## config.mk

```make
export PLATFORM = sky130hd
export DESIGN_NAME = i2c_addr_watch
export DESIGN_NICKNAME = d
export VERILOG_FILES = /design/src/rtl/i2c_watch_pkg.sv /design/src/rtl/i2c_line_sync.sv /design/src/rtl/i2c_first_byte_rx.sv /design/src/rtl/i2c_match_flag.sv /design/src/rtl/i2c_addr_watch.sv
export SDC_FILE = /design/constraint.sdc
export NUM_CORES = 1
export LEC_CHECK = 0
export BUFFER_PORTS_ARGS = -buffer_cell sky130_fd_sc_hd__buf_4
export CAP_MARGIN = 20
export CORE_UTILIZATION = 57
export DETAILED_ROUTE_END_ITERATION = 10
export GPL_TIMING_DRIVEN = 0
export PLACE_DENSITY_LB_ADDON = 0.05
export SYNTH_ARGS = -nofsm -noshare
export SYNTH_HDL_FRONTEND = slang
export SYNTH_SLANG_ARGS = --single-unit
```

## constraint.sdc

```tcl
create_clock -name clk -period 2.6 [get_ports clk]
set_clock_uncertainty 0.15 [all_clocks]
set_input_delay 0.26 -clock clk [delete_from_list [all_inputs] [get_ports clk]]
set_output_delay 0.26 -clock clk [all_outputs]
set_load 0.1 [all_outputs]
```

## src/rtl/i2c_watch_pkg.sv

```systemverilog
// Shared types for the I2C address match monitor.
// Assumes a 7-bit addressing scheme is the usual configuration.
package i2c_watch_pkg;

    // Bus events derived from the synchronised lines, one cycle wide each.
    typedef struct packed {
        logic scl_rise;
        logic scl_fall;
        logic start;
        logic stop;
        logic sda;
    } line_ev_t;

endpackage

```

## src/rtl/i2c_line_sync.sv

```systemverilog
// Brings SCL and SDA into the clock domain and derives bus events.
// Assumes both lines idle high; SYNC_STAGES must be at least 2.
module i2c_line_sync
    import i2c_watch_pkg::*;
#(
    parameter int SYNC_STAGES = 2
) (
    input  logic     clk,
    input  logic     rst_n,
    input  logic     scl_i,
    input  logic     sda_i,
    output line_ev_t ev_o
);

    logic [SYNC_STAGES-1:0] scl_chain;
    logic [SYNC_STAGES-1:0] sda_chain;
    logic                   scl_prev;
    logic                   sda_prev;
    logic                   scl_s;
    logic                   sda_s;

    assign scl_s = scl_chain[SYNC_STAGES-1];
    assign sda_s = sda_chain[SYNC_STAGES-1];

    // Synchroniser chains for both lines, reset to the idle level.
    always_ff @(posedge clk) begin
        if (!rst_n) begin
            scl_chain <= '1;
            sda_chain <= '1;
        end else begin
            scl_chain[0] <= scl_i;
            sda_chain[0] <= sda_i;
            for (int i = 1; i < SYNC_STAGES; i++) begin
                scl_chain[i] <= scl_chain[i-1];
                sda_chain[i] <= sda_chain[i-1];
            end
        end
    end

    // Previous synchronised levels, used for edge detection.
    always_ff @(posedge clk) begin
        if (!rst_n) begin
            scl_prev <= 1'b1;
            sda_prev <= 1'b1;
        end else begin
            scl_prev <= scl_s;
            sda_prev <= sda_s;
        end
    end

    // Event decode: edges of SCL, and SDA edges while SCL stays high.
    always_comb begin
        ev_o.scl_rise = scl_s & ~scl_prev;
        ev_o.scl_fall = ~scl_s & scl_prev;
        ev_o.start    = scl_s & scl_prev & sda_prev & ~sda_s;
        ev_o.stop     = scl_s & scl_prev & ~sda_prev & sda_s;
        ev_o.sda      = sda_s;
    end

endmodule

```

## src/rtl/i2c_first_byte_rx.sv

```systemverilog
// Shifts in the first byte after a start and times the acknowledge clock.
// Assumes a bus master that changes SDA only while SCL is low, except to
// signal start or stop. Goes idle after the ninth clock until the next start.
module i2c_first_byte_rx
    import i2c_watch_pkg::*;
#(
    parameter int BYTE_W = 8
) (
    input  logic              clk,
    input  logic              rst_n,
    input  line_ev_t          ev_i,
    input  logic              ack_hit_i,
    output logic              byte_done_o,
    output logic [BYTE_W-1:0] byte_val_o,
    output logic              ack_o
);

    localparam int CNT_W = $clog2(BYTE_W + 2);
    localparam logic [CNT_W-1:0] LAST_BIT = CNT_W'(BYTE_W - 1);
    localparam logic [CNT_W-1:0] ACK_BIT  = CNT_W'(BYTE_W);
    localparam logic [CNT_W-1:0] END_BIT  = CNT_W'(BYTE_W + 1);

    logic              active;
    logic [CNT_W-1:0]  bit_cnt;
    logic [BYTE_W-1:0] shreg;
    logic              ack_pend;
    logic              ack_q;
    logic              quiet;

    // No start or stop this cycle, so ordinary clocking may proceed.
    assign quiet       = ~ev_i.start & ~ev_i.stop;
    assign byte_done_o = active & quiet & ev_i.scl_rise & (bit_cnt == LAST_BIT);
    assign byte_val_o  = {shreg[BYTE_W-2:0], ev_i.sda};
    assign ack_o       = ack_q;

    // Reception state: active flag, bit counter and shift register.
    always_ff @(posedge clk) begin
        if (!rst_n) begin
            active  <= 1'b0;
            bit_cnt <= '0;
            shreg   <= '0;
        end else if (ev_i.start) begin
            active  <= 1'b1;
            bit_cnt <= '0;
            shreg   <= '0;
        end else if (ev_i.stop) begin
            active  <= 1'b0;
            bit_cnt <= '0;
        end else if (active) begin
            if (ev_i.scl_rise && bit_cnt < ACK_BIT) begin
                shreg   <= byte_val_o;
                bit_cnt <= bit_cnt + 1'b1;
            end else if (ev_i.scl_rise && bit_cnt == ACK_BIT) begin
                bit_cnt <= END_BIT;
            end else if (ev_i.scl_fall && bit_cnt == END_BIT) begin
                active  <= 1'b0;
                bit_cnt <= '0;
            end
        end
    end

    // Acknowledge decision latch and the SDA pull-down window.
    always_ff @(posedge clk) begin
        if (!rst_n) begin
            ack_pend <= 1'b0;
            ack_q    <= 1'b0;
        end else if (!quiet) begin
            ack_pend <= 1'b0;
            ack_q    <= 1'b0;
        end else begin
            if (byte_done_o) begin
                ack_pend <= ack_hit_i;
            end
            if (active && ev_i.scl_fall && bit_cnt == ACK_BIT) begin
                ack_q <= ack_pend;
            end else if (active && ev_i.scl_fall && bit_cnt == END_BIT) begin
                ack_q <= 1'b0;
            end
        end
    end

    // the pull-down is only ever active inside the acknowledge clock.
    a_r8_ack_window: assert property (@(posedge clk) disable iff (!rst_n)
        ack_q |-> (bit_cnt >= ACK_BIT));

    // the bit counter never runs past the acknowledge clock.
    a_r9_cnt_bound: assert property (@(posedge clk) disable iff (!rst_n)
        bit_cnt <= END_BIT);

    // a start always restarts the byte and releases SDA.
    a_r9_start_restarts: assert property (@(posedge clk) disable iff (!rst_n)
        ev_i.start |=> (bit_cnt == '0) && !ack_q);

endmodule

```

## src/rtl/i2c_match_flag.sv

```systemverilog
// Compares the completed first byte and keeps the match flag and interrupt.
// Assumes the configuration inputs are stable while a byte is on the bus.
module i2c_match_flag #(
    parameter int ADDR_W = 7
) (
    input  logic            clk,
    input  logic            rst_n,
    input  logic            byte_done_i,
    input  logic [ADDR_W:0] byte_val_i,
    input  logic [ADDR_W-1:0] own_addr_i,
    input  logic            fmt_free_i,
    input  logic            nack_ctl_i,
    input  logic            data_acc_i,
    output logic            ack_hit_o,
    output logic            match_o,
    output logic            irq_o
);

    logic addr_hit;
    logic gen_call;
    logic flag_set;
    logic match_q;
    logic irq_q;

    // Byte classification: own address (any direction) or general call.
    always_comb begin
        addr_hit  = (byte_val_i[ADDR_W:1] == own_addr_i);
        gen_call  = (byte_val_i == '0);
        flag_set  = fmt_free_i | (~nack_ctl_i & (addr_hit | gen_call));
        ack_hit_o = ~nack_ctl_i & (fmt_free_i | addr_hit | gen_call);
    end

    // Match flag: a completed byte sets it, a data access clears it.
    always_ff @(posedge clk) begin
        if (!rst_n) begin
            match_q <= 1'b0;
        end else if (byte_done_i && flag_set) begin
            match_q <= 1'b1;
        end else if (data_acc_i) begin
            match_q <= 1'b0;
        end
    end

    // Interrupt request: one pulse for each completed first byte.
    always_ff @(posedge clk) begin
        if (!rst_n) begin
            irq_q <= 1'b0;
        end else begin
            irq_q <= byte_done_i;
        end
    end

    assign match_o = match_q;
    assign irq_o   = irq_q;

    // the interrupt request never lasts more than one cycle.
    a_r7_irq_pulse: assert property (@(posedge clk) disable iff (!rst_n)
        irq_q |=> !irq_q);

    // an access with no completing byte leaves the flag clear.
    a_r6_access_clears: assert property (@(posedge clk) disable iff (!rst_n)
        (data_acc_i && !byte_done_i) |=> !match_q);

    // with matching disabled in normal mode, a clear flag stays clear.
    a_r4_nack_blocks: assert property (@(posedge clk) disable iff (!rst_n)
        (!match_q && nack_ctl_i && !fmt_free_i) |=> !match_q);

    // the flag only rises together with the interrupt pulse.
    a_r2_rise_with_irq: assert property (@(posedge clk) disable iff (!rst_n)
        $rose(match_q) |-> irq_q);

endmodule

```

## src/rtl/i2c_addr_watch.sv

```systemverilog
// Top of the I2C slave address match monitor: synchroniser, first-byte
// receiver and match flag. Assumes slave-only operation on a bus idling high.
module i2c_addr_watch
    import i2c_watch_pkg::*;
#(
    parameter int ADDR_W      = 7,
    parameter int SYNC_STAGES = 2
) (
    input  logic              clk,
    input  logic              rst_n,
    input  logic              scl_i,
    input  logic              sda_i,
    input  logic [ADDR_W-1:0] own_addr_i,
    input  logic              fmt_free_i,
    input  logic              nack_ctl_i,
    input  logic              data_acc_i,
    output logic              match_o,
    output logic              irq_o,
    output logic              sda_drive_low_o
);

    localparam int BYTE_W = ADDR_W + 1;

    line_ev_t          ev;
    logic              byte_done;
    logic [BYTE_W-1:0] byte_val;
    logic              ack_hit;

    i2c_line_sync #(
        .SYNC_STAGES(SYNC_STAGES)
    ) u_sync (
        .clk   (clk),
        .rst_n (rst_n),
        .scl_i (scl_i),
        .sda_i (sda_i),
        .ev_o  (ev)
    );

    i2c_first_byte_rx #(
        .BYTE_W(BYTE_W)
    ) u_rx (
        .clk         (clk),
        .rst_n       (rst_n),
        .ev_i        (ev),
        .ack_hit_i   (ack_hit),
        .byte_done_o (byte_done),
        .byte_val_o  (byte_val),
        .ack_o       (sda_drive_low_o)
    );

    i2c_match_flag #(
        .ADDR_W(ADDR_W)
    ) u_match (
        .clk         (clk),
        .rst_n       (rst_n),
        .byte_done_i (byte_done),
        .byte_val_i  (byte_val),
        .own_addr_i  (own_addr_i),
        .fmt_free_i  (fmt_free_i),
        .nack_ctl_i  (nack_ctl_i),
        .data_acc_i  (data_acc_i),
        .ack_hit_o   (ack_hit),
        .match_o     (match_o),
        .irq_o       (irq_o)
    );

    // the interrupt and the acknowledge never start in the same cycle.
    a_r7_irq_before_ack: assert property (@(posedge clk) disable iff (!rst_n)
        irq_o |-> !$rose(sda_drive_low_o));

endmodule

```

-- Word level (Yosys, flattened, before mapping)
Index checks and enable logic that the tools add are counted.
- flip-flop bits (word level): 22
- bits of input ports: 14
- word-level logic and storage cells: 71
- add/sub/neg operators: 1
- order comparisons: 1
- equal/unequal tests: 4
- muxes and demuxes: 13
- bitwise gates (word level): 25
- reductions and logical operators: 16
- operators with widths (kind ; number):
    $and A1 B1 Y1 ; 13
    $mux W4 ; 3
    $mux W1 ; 10
    $eq A4 B4 Y1 const B ; 2
    $logic_not A8 Y1 ; 1
    $not A1 Y1 ; 8
    $eq A7 B7 Y1 ; 1
    $logic_and A1 B1 Y1 ; 7
    $add A4 B1 Y4 const B ; 1
    $eq A4 B3 Y1 const B ; 1
    $lt A4 B4 Y1 const B ; 1
    $or A1 B1 Y1 ; 4
    $reduce_and A2 Y1 ; 2
    $reduce_bool A2 Y1 ; 2
    $reduce_and A3 Y1 ; 1
    $reduce_bool A3 Y1 ; 1
    $reduce_or A3 Y1 ; 1
    $reduce_or A2 Y1 ; 1

-- Depth between registers and ports, before layout
Gate-level depths: netlist of the first run.
- depth in word-level cells: 10
- mapped depth: 6
- mapped depth without buffers: 6

-- Hierarchy
Synthesis of the first run repeated with hierarchy kept, for this count alone.
- cells, all modules: 112
- area, all modules: 1078.5 um^2
- modules (own cells, without submodules) (module ; times used ; cells an instance ; area each (um^2) ; seq. area each (um^2)):
    i2c_first_byte_rx ; 1 ; 75 ; 713.2 ; 280.3
    i2c_line_sync ; 1 ; 17 ; 197.7 ; 120.1
    i2c_match_flag ; 1 ; 20 ; 167.7 ; 40.0

-- Worst setup path before layout of the first run
OpenSTA, ideal clock, no wires.
- path type: reg2reg
- from: register u_rx.active
- to: register u_rx.ack_pend
- library setup time: 0.101 ns
- arrival: 1.309 ns
- data required time: 2.349 ns
- setup slack: 1.040 ns
- cell stages (with the launch flop): 7
- path buffers: 2
- clock period less this slack: 1.560 ns
- cell sequence: dfxtp_1 buf_6 and4bb_1 buf_6 and3_4 or3b_1 o41ai_1
- word-level cells in the longest chain between the ends: 3
- RTL lines (what ; line ; source):
    start, declared ; i2c_first_byte_rx.sv:23 ; logic active;
    start signal, assigned ; i2c_first_byte_rx.sv:39 ; active <= 1'b0;
    start signal, assigned ; i2c_first_byte_rx.sv:43 ; active <= 1'b1;
    start signal, assigned ; i2c_first_byte_rx.sv:47 ; active <= 1'b0;
    $and A1 B1 Y1 (3 in series) ; i2c_first_byte_rx.sv:32 ; assign byte_done_o = active & quiet & ev_i.scl_rise & (bit_cnt == LAST_BIT);
    end signal, assigned ; i2c_first_byte_rx.sv:72 ; ack_pend <= ack_hit_i;
    end, declared ; i2c_first_byte_rx.sv:26 ; logic ack_pend;
Every way passes these cells.
A chain may end at the register's enable or synchronous reset.

-- Worst setup path in the final report of the first run
- from: register u_sync.scl_chain[1]
- to: register u_rx.shreg[6]
- word-level cells in the longest chain between the ends: 5
- elaborated cells between the ends (all ways): 10
- classes of those cells: 7 x bitwise; 3 x reduce/logical
- RTL lines (what ; line ; source):
    start, declared ; i2c_line_sync.sv:15 ; logic [SYNC_STAGES-1:0] scl_chain;
    start signal, assigned by index ; i2c_line_sync.sv:34 ; scl_chain[i] <= scl_chain[i-1];
    $and A1 B1 Y1 ; i2c_line_sync.sv:55, i2c_line_sync.sv:56 ;
    $and A1 B1 Y1 (2 in series) ; i2c_line_sync.sv:56 ; ev_o.stop = scl_s & scl_prev & ~sda_prev & sda_s;
    $not A1 Y1 ; n/a ;
    $reduce_and A3 Y1 (no source line) ; n/a ;
    end signal, assigned ; i2c_first_byte_rx.sv:51 ; shreg <= byte_val_o;
    end, declared ; i2c_first_byte_rx.sv:25 ; logic [BYTE_W-1:0] shreg;
Parallel ways exist; a longest one is shown, timed or not.

==> results of run 1 <==
per-layer routing:
metal,up-vias,track usage
met3,4,0.0612
met1,402,0.278
li1,454,-
met4,0,0.121
met5,-,0
met2,21,0.400
through the flow:
stage | hold slack [ns] | area [um2]
6_report | 0.0610 | 1260
5_1_grt | 0.0828 | 1260
4_1_cts | 0.0516 | 1260
3_5_place_dp | 0.244 | 1180
3_3_place_gp | 0.238 | 1180
2_1_floorplan | 0.211 | 1030
worst min path at each step:
stage                                   startpoint                             end  slack, ns  cells after the start
CTS                                     data_acc_i    u_match.match_o$_SDFFE_PN0P_       0.05                      3
detailed placement  u_sync.scl_chain[0]$_SDFF_PN1_  u_sync.scl_chain[1]$_SDFF_PN1_       0.24                      1
global route                            data_acc_i    u_match.match_o$_SDFFE_PN0P_       0.08                      3
finish                                  data_acc_i    u_match.match_o$_SDFFE_PN0P_       0.06                      3
floorplan                                    scl_i  u_sync.scl_chain[0]$_SDFF_PN1_       0.21                      1
global placement    u_sync.scl_chain[0]$_SDFF_PN1_  u_sync.scl_chain[1]$_SDFF_PN1_       0.24                      1
synthesized netlist by cell type (2+ instances only):
cell type / instances
ha_1: 3
inv_1: 3
o21ai_1: 2
xor2_1: 4
nand3b_1: 2
nor2_1: 4
nand3_1: 7
a21oi_1: 13
nand2b_1: 7
o21ai_0: 4
nand4_1: 2
nand2_1: 19
buf_6: 2
nor4_1: 2
dfxtp_1: 22
xnor2_1: 5
cell families after synthesis:
group                      after synthesis
AOI/OAI and AO/OA                       24
adders and majority gates                3
xor gates and xnor gates                 9
DFF                                     22
buffers and inverters                    6
and+or+nand+nor                         53
worst min-delay path, delay by kind of cell:
| family | cells | cell delay (ns) |
|---|---|---|
| buf+inv | 1 | 0.08 |
| simple gates | 1 | 0.08 |
| compound gates | 1 | 0.06 |
registers in the layout (all words and copies together), names as in the netlist:
register	count
u_match.irq_o	1
u_rx.shreg	7
u_sync.sda_chain	2
u_match.match_o	1
u_rx.ack_pend	1
u_rx.active	1
u_sync.scl_prev	1
u_rx.ack_o	1
u_sync.sda_prev	1
u_sync.scl_chain	2
u_rx.bit_cnt	4
layout make-up:
cell class	count	area [um2]
multi-input cells	89	551
repair buffers	19	150
fillers	116	333
inverters	3	11.3
flip-flops and latches	22	440
clock buffers	3	22.5
clock inverters	1	30.0
plain buffers	3	26.3
well taps	24	30.0
where the power goes:
group          total [W]  internal (W)  switching [W]
sequential      0.000345      0.000342     0.00000370
combinational  0.0000507     0.0000288      0.0000220
clock           0.000264      0.000156       0.000108
repair_timing:
item                                    4_1_cts  5_1_grt
hold buffers                                  3        0
endpoints found under the setup margin        0        0
buffers inserted                              0        0
endpoints found under the hold margin         3        0
==> results.sh, run 1 <==
export IMPL_wl_met3_um=85
export IMPL_synth_largest_type_area_fraction=0.428
export IMPL_final_period_minus_worst_setup_slack_ns=1.71
export IMPL_rsz_0062_raised_after_global_routing="false"
export IMPL_worst_slew_pin_tran_ns=0.554
export IMPL_muxShareOfSynthArea=0
export IMPL_worst_skew_pair_late_latency_ns=0.31
export IMPL_synth_fp_nets=134
export IMPL_antenna_diode_count=0
export IMPL_htreeDepth=1
export IMPL_run_status="complete, no violations"
export IMPL_power_per_cell_area_nw_per_um2=523
export IMPL_ratio_of_cells_with_drive_above_1_in_the_final_layout=0.179
export IMPL_synth_ff_latch_count=22
export IMPL_vias=881
export IMPL_grt_max_degree=14
export IMPL_rows=14
export IMPL_yosys_area_share_simple=0.290
export IMPL_flow_area_growth_from_synthesis_pct=22.6
export IMPL_antenna_found_initial=0
export IMPL_max_cap_viol_count=0
export IMPL_postLayoutSetupSlackWorst_ns=0.890
export IMPL_worstReg2RegStart="u_sync.scl_chain[1]$_SDFF_PN1_"
export IMPL_crit_start="u_sync.scl_chain[1]$_SDFF_PN1_"
export IMPL_slew_viols_final=0
export IMPL_worst_hold_path_type="in -> reg"
export IMPL_synth_warning_count=0
export IMPL_die_y_extent_um=44.5
export IMPL_critical_path_endpoint_type="flop"
export IMPL_maxClockFrequency_ghz=0.585
export IMPL_post_synthesis_compound_gate_area_fraction=0.133
export IMPL_final_core_util=0.791
export IMPL_stdcell_count=164
export IMPL_dr_max_layer_used="met4"
export IMPL_ctsRootBufferMaster="clkbuf_4"
export IMPL_cts_inserted_buffers=3
export IMPL_viasPerCell=5.37
export IMPL_most_frequent_standard_cell_in_the_layout_excluding_fill_and_tap_cells="dfxtp_1"
export IMPL_finalPower_w=0.000660
export IMPL_endpoint_of_the_worst_setup_timing_path="u_rx.shreg[6]$_SDFFE_PP0P_"
export IMPL_yosysUniqueCellTypes=32
export IMPL_main_combinational_cell_family_by_area_after_synthesis="simple AND/OR/NAND/NOR gates"
export IMPL_report_final_hold_viol_count=0
export IMPL_critical_path_startpoint_type="flop"
export IMPL_regToRegSetupSlack_ns=0.89
export IMPL_synth_edff_count=0
export IMPL_most_common_layout_cells="dfxtp_1 (22), nand2_1 (19), buf_4 (16)"
export IMPL_initial_utilization=0.645
export IMPL_design_final_nets=158
export IMPL_parity_gate_share_of_the_synthesized_area_counting_xor_and_xnor_cells=0.0766
export IMPL_overflow=0
export IMPL_gp_congestion=0.847
export IMPL_crit_path_class="reg -> reg"
export IMPL_ioPinCount=17
export IMPL_synthDominantAreaCellType="dfxtp_1"
export IMPL_cp_common_cell="nand2_1"
export IMPL_clock_tree_from_tritoncts="yes"
export IMPL_drc_errors=0
export IMPL_detail_route_iter0_violations=26
export IMPL_power_ir_vdd_worst_v=0.000457
export IMPL_r2r_cells=4
export IMPL_die_area_um2=1980
export IMPL_final_cycle_utilization_of_the_critical_path=0.658
export IMPL_crit_cells=4
export IMPL_clockBufferDepth=2
export IMPL_cp_top_family="simple AND/OR/NAND/NOR gates"
export IMPL_synthAdderAreaFrac=0.0365
export IMPL_asyncSetResetFlopFracSynth=0
export IMPL_avgSynthCellArea_um2=8.79
export IMPL_syn_inst=117
export IMPL_library_cell_contributing_the_largest_single_delay_on_the_critical_path="nor3b_1"
export IMPL_clock_pin_slew_reported_for_the_worst_setup_and_hold_paths_after_clock_tree_synthesis_ns=0.13
export IMPL_relSlewSlack=0.628
export IMPL_worst_endpoint_arrival_ns=1.75
export IMPL_core_um2=1590
export IMPL_main_area_contributors_after_synthesis="dfxtp_1 (43%), nand2_1 (6.9%), a21oi_1 (6.3%)"
export IMPL_pre_cts_ws_ns=0.933
export IMPL_synth_sequential_area_ratio=0.428
export IMPL_die_w_um=44.5
export IMPL_required_time_of_the_critical_path_ns=2.64
export IMPL_worst_path_largest_cell_delay_ns=0.49
export IMPL_power_leakage_nw=0.485
export IMPL_grt_usage=0.238
export IMPL_detail_route_wl_per_cell_um=12.9
export IMPL_hpwl_mm=1.49
export IMPL_finalSetupTns_ns=0
export IMPL_postCtsResizedCells=0
export IMPL_detail_route_wirelength_met1_um=900
export IMPL_grt_pass1_wl_mm=3.43
export IMPL_number_of_nets_with_antenna_violations_after_routing=0
export IMPL_synth_main_ff_cell="dfxtp_1"
export IMPL_wl_mm=2.11
export IMPL_first_global_vias=849
export IMPL_combined_area_of_all_synthesized_cells_um2=1030
export IMPL_drtPass1Iterations=4
export IMPL_cp_num_buf_inv=0
export IMPL_rr_endpoint="u_rx.shreg[6]$_SDFFE_PP0P_"
export IMPL_report_final_setup_viol=0
export IMPL_clock_sinks=22
export IMPL_dp_cells=157
export IMPL_path_max_fanout=8
export IMPL_dr_wl_met2_mm=1.10
export IMPL_timing_critical_path_cells="nor3b_1 -> nand2_1 -> nand2_1 -> a21oi_1"
export IMPL_port_buffers=16
No activity file was read; power rests on OpenSTA's default activity.
==> run 2, diff against run 1 <==
--- a/config.mk
+++ b/config.mk
@@ -7,7 +7,7 @@
 export LEC_CHECK = 0
 export BUFFER_PORTS_ARGS = -buffer_cell sky130_fd_sc_hd__buf_4
 export CAP_MARGIN = 20
-export CORE_UTILIZATION = 57
+export CORE_UTILIZATION = 53
 export DETAILED_ROUTE_END_ITERATION = 10
 export GPL_TIMING_DRIVEN = 0
 export PLACE_DENSITY_LB_ADDON = 0.05
==> constraint.sdc (replaced) <==
create_clock -name clk -period 1.8 [get_ports clk]
set_clock_uncertainty 0.15 [all_clocks]
set_input_delay 0.18 -clock clk [delete_from_list [all_inputs] [get_ports clk]]
set_output_delay 0.18 -clock clk [all_outputs]
set_load 0.1 [all_outputs]
==> results.sh, run 2 (synthesized netlist as in run 1, its figures left out) <==
export IMPL_path_max_fanout=10
export IMPL_viasPerCell=5.36
export IMPL_drc_errors=0
export IMPL_timing_hold_worst_endpoint="u_match.match_o$_SDFFE_PN0P_"
export IMPL_crit_path_class="reg -> reg"
export IMPL_first_global_vias=746
export IMPL_final_period_minus_worst_setup_slack_ns=1.70
export IMPL_cp_top_family="simple AND/OR/NAND/NOR gates"
export IMPL_clock_sinks=22
export IMPL_wl_mm=2.01
export IMPL_most_frequent_standard_cell_in_the_layout_excluding_fill_and_tap_cells="dfxtp_1"
export IMPL_relSlewSlack=0.610
export IMPL_initial_utilization=0.583
export IMPL_critical_path_startpoint_type="flop"
export IMPL_top_register="u_rx.shreg"
export IMPL_slew_viols_final=0
export IMPL_grt_busiest_layer="met2"
export IMPL_critical_path_endpoint_type="flop"
export IMPL_finalPower_w=0.000840
export IMPL_final_cycle_utilization_of_the_critical_path=0.946
export IMPL_clock_pin_slew_reported_for_the_worst_setup_and_hold_paths_after_clock_tree_synthesis_ns=0.12
export IMPL_worst_endpoint_arrival_ns=1.76
export IMPL_overflow=0
export IMPL_hpwl_mm=1.41
export IMPL_htreeDepth=1
export IMPL_worst_hold_path_type="in -> reg"
export IMPL_grtUsageMet3=0.0392
export IMPL_ioPinCount=17
export IMPL_worstReg2RegStart="u_sync.scl_prev$_SDFF_PN1_"
export IMPL_port_buffers=16
export IMPL_die_area_um2=2120
export IMPL_core_um2=1760
export IMPL_number_of_nets_with_antenna_violations_after_routing=0
export IMPL_die_y_extent_um=46.1
export IMPL_die_w_um=46.1
export IMPL_maxClockFrequency_ghz=0.588
export IMPL_regToRegSetupSlack_ns=0.1
export IMPL_rr_endpoint="u_rx.ack_pend$_SDFFE_PN0P_"
export IMPL_timing_critical_path_cells="and4bb_1 -> buf_6 -> and3_4 -> or3b_1 -> o41ai_1"
export IMPL_library_cell_contributing_the_largest_single_delay_on_the_critical_path="dfxtp_1"
export IMPL_report_final_hold_viol_count=0
export IMPL_max_cap_viol_count=0
export IMPL_power_leakage_nw=0.485
export IMPL_power_ir_vdd_worst_v=0.000619
export IMPL_vias=889
export IMPL_r2r_cells=5
export IMPL_finalSetupTns_ns=0
export IMPL_worst_slew_pin_tran_ns=0.581
export IMPL_clockBufferDepth=2
export IMPL_cts_inserted_buffers=3
export IMPL_report_final_setup_viol=0
export IMPL_cp_num_buf_inv=1
export IMPL_detail_route_iter0_violations=13
export IMPL_ratio_of_cells_with_drive_above_1_in_the_final_layout=0.184
export IMPL_grt_pass1_wl_mm=3.24
export IMPL_design_final_nets=159
export IMPL_min_delay_start="fmt_free_i"
export IMPL_worst_path_largest_cell_delay_ns=0.45
export IMPL_gp_congestion=0.818
export IMPL_detail_route_wl_per_cell_um=12.1
export IMPL_drtPass1Iterations=4
export IMPL_rows=15
export IMPL_largest_register_ffs=7
export IMPL_grt_usage=0.211
export IMPL_antenna_found_initial=0
export IMPL_grt_max_degree=13
export IMPL_globalRouteMet2Util=0.338
export IMPL_cts_post_setup_buffers_inserted=0
export IMPL_grtUsageMet1=0.275
export IMPL_run_status="complete, no violations"
export IMPL_power_per_cell_area_nw_per_um2=666
export IMPL_whs_path_depth=4
export IMPL_fillCellCount=169
export IMPL_clock_tree_from_tritoncts="yes"
export IMPL_worst_skew_pair_late_latency_ns=0.30
export IMPL_required_time_of_the_critical_path_ns=1.85
export IMPL_rsz_0062_raised_after_global_routing="false"
export IMPL_largestRegisters="u_rx.shreg x7, u_rx.bit_cnt x4"
export IMPL_ctsRootBufferMaster="clkbuf_4"
export IMPL_flow_area_growth_from_synthesis_pct=22.6
export IMPL_most_common_layout_cells="dfxtp_1 (22), nand2_1 (19), buf_4 (16)"
export IMPL_antenna_diode_count=0
## run 2: cell count changes in the layout (fill, tap and decap cells not counted), sizes merged
cell	before	now
dlygate4sd3	3	4
clkbuf	4	5
bufinv	1	0
## run 2: per-layer routing
layer,share of wire,vias up
met5,0,-
met4,0.018,0
met3,0.039,6
met2,0.49,27
met1,0.46,396
li1,-,460
## run 2: cell type report
class                           count  area, um2  share of cell area
Timing Repair Buffer               20        160               0.127
Buffer                              3       26.3              0.0208
Tap cell                           25       31.3              0.0248
Clock buffer                        4       36.3              0.0288
Sequential cell                    22        440               0.349
Inverter                            3       11.3             0.00893
Multi-Input combinational cell     89        556               0.440
## run 2: timing repair
item | CTS | global route
gates resized for setup | 0 | 1
endpoints found under the hold margin | 4 | 0
setup endpoints to repair | 0 | 7
hold buffers | 4 | 0
## run 2: metrics by stage
| stage | hold WS (ns) | setup WS (ns) | instances | utilization | instance area, um2 |
|---|---|---|---|---|---|
| 2_1_floorplan | 0.131 | 0.240 | 117 | - | 1030 |
| 3_3_place_gp | 0.211 | 0.150 | 158 | 0.669 | 1180 |
| 3_5_place_dp | 0.216 | 0.147 | 158 | 0.669 | 1180 |
| 4_1_cts | 0.129 | 0.108 | 166 | 0.712 | 1260 |
| 5_1_grt | 0.159 | 0.00310 | 166 | 0.715 | 1260 |
| 6_report | 0.130 | 0.0979 | 166 | 0.715 | 1260 |
## run 2: tightest hold or removal path, cell delays in order
cell	delay, ns
buf_4	0.09
nand2b_1	0.09
nand3_1	0.07
o21ai_0	0.13
## run 2: worst max-delay path by stage
stage	start	end	depth (start not counted)
5_1_grt	u_rx.bit_cnt[1]$_SDFFE_PP0P_	u_rx.bit_cnt[1]$_SDFFE_PP0P_	6
3_3_place_gp	u_sync.scl_chain[1]$_SDFF_PN1_	u_rx.shreg[4]$_SDFFE_PP0P_	4
4_1_cts	u_sync.scl_chain[1]$_SDFF_PN1_	u_rx.shreg[3]$_SDFFE_PP0P_	4
2_1_floorplan	u_rx.active$_SDFF_PN0_	u_rx.ack_pend$_SDFFE_PN0P_	6
6_report	u_sync.scl_prev$_SDFF_PN1_	u_rx.ack_pend$_SDFFE_PN0P_	5
3_5_place_dp	u_sync.scl_prev$_SDFF_PN1_	u_rx.ack_pend$_SDFFE_PN0P_	5
## run 2: where the power goes
part	internal [W]	leakage (nW)	switching, W	total [W]
Combinational	0.0000432	0.286	0.0000315	0.0000747
Sequential	0.000493	0.178	0.00000559	0.000499
Clock	0.000123	0.0210	0.000144	0.000267
Total	0.000660	0.485	0.000181	0.000840
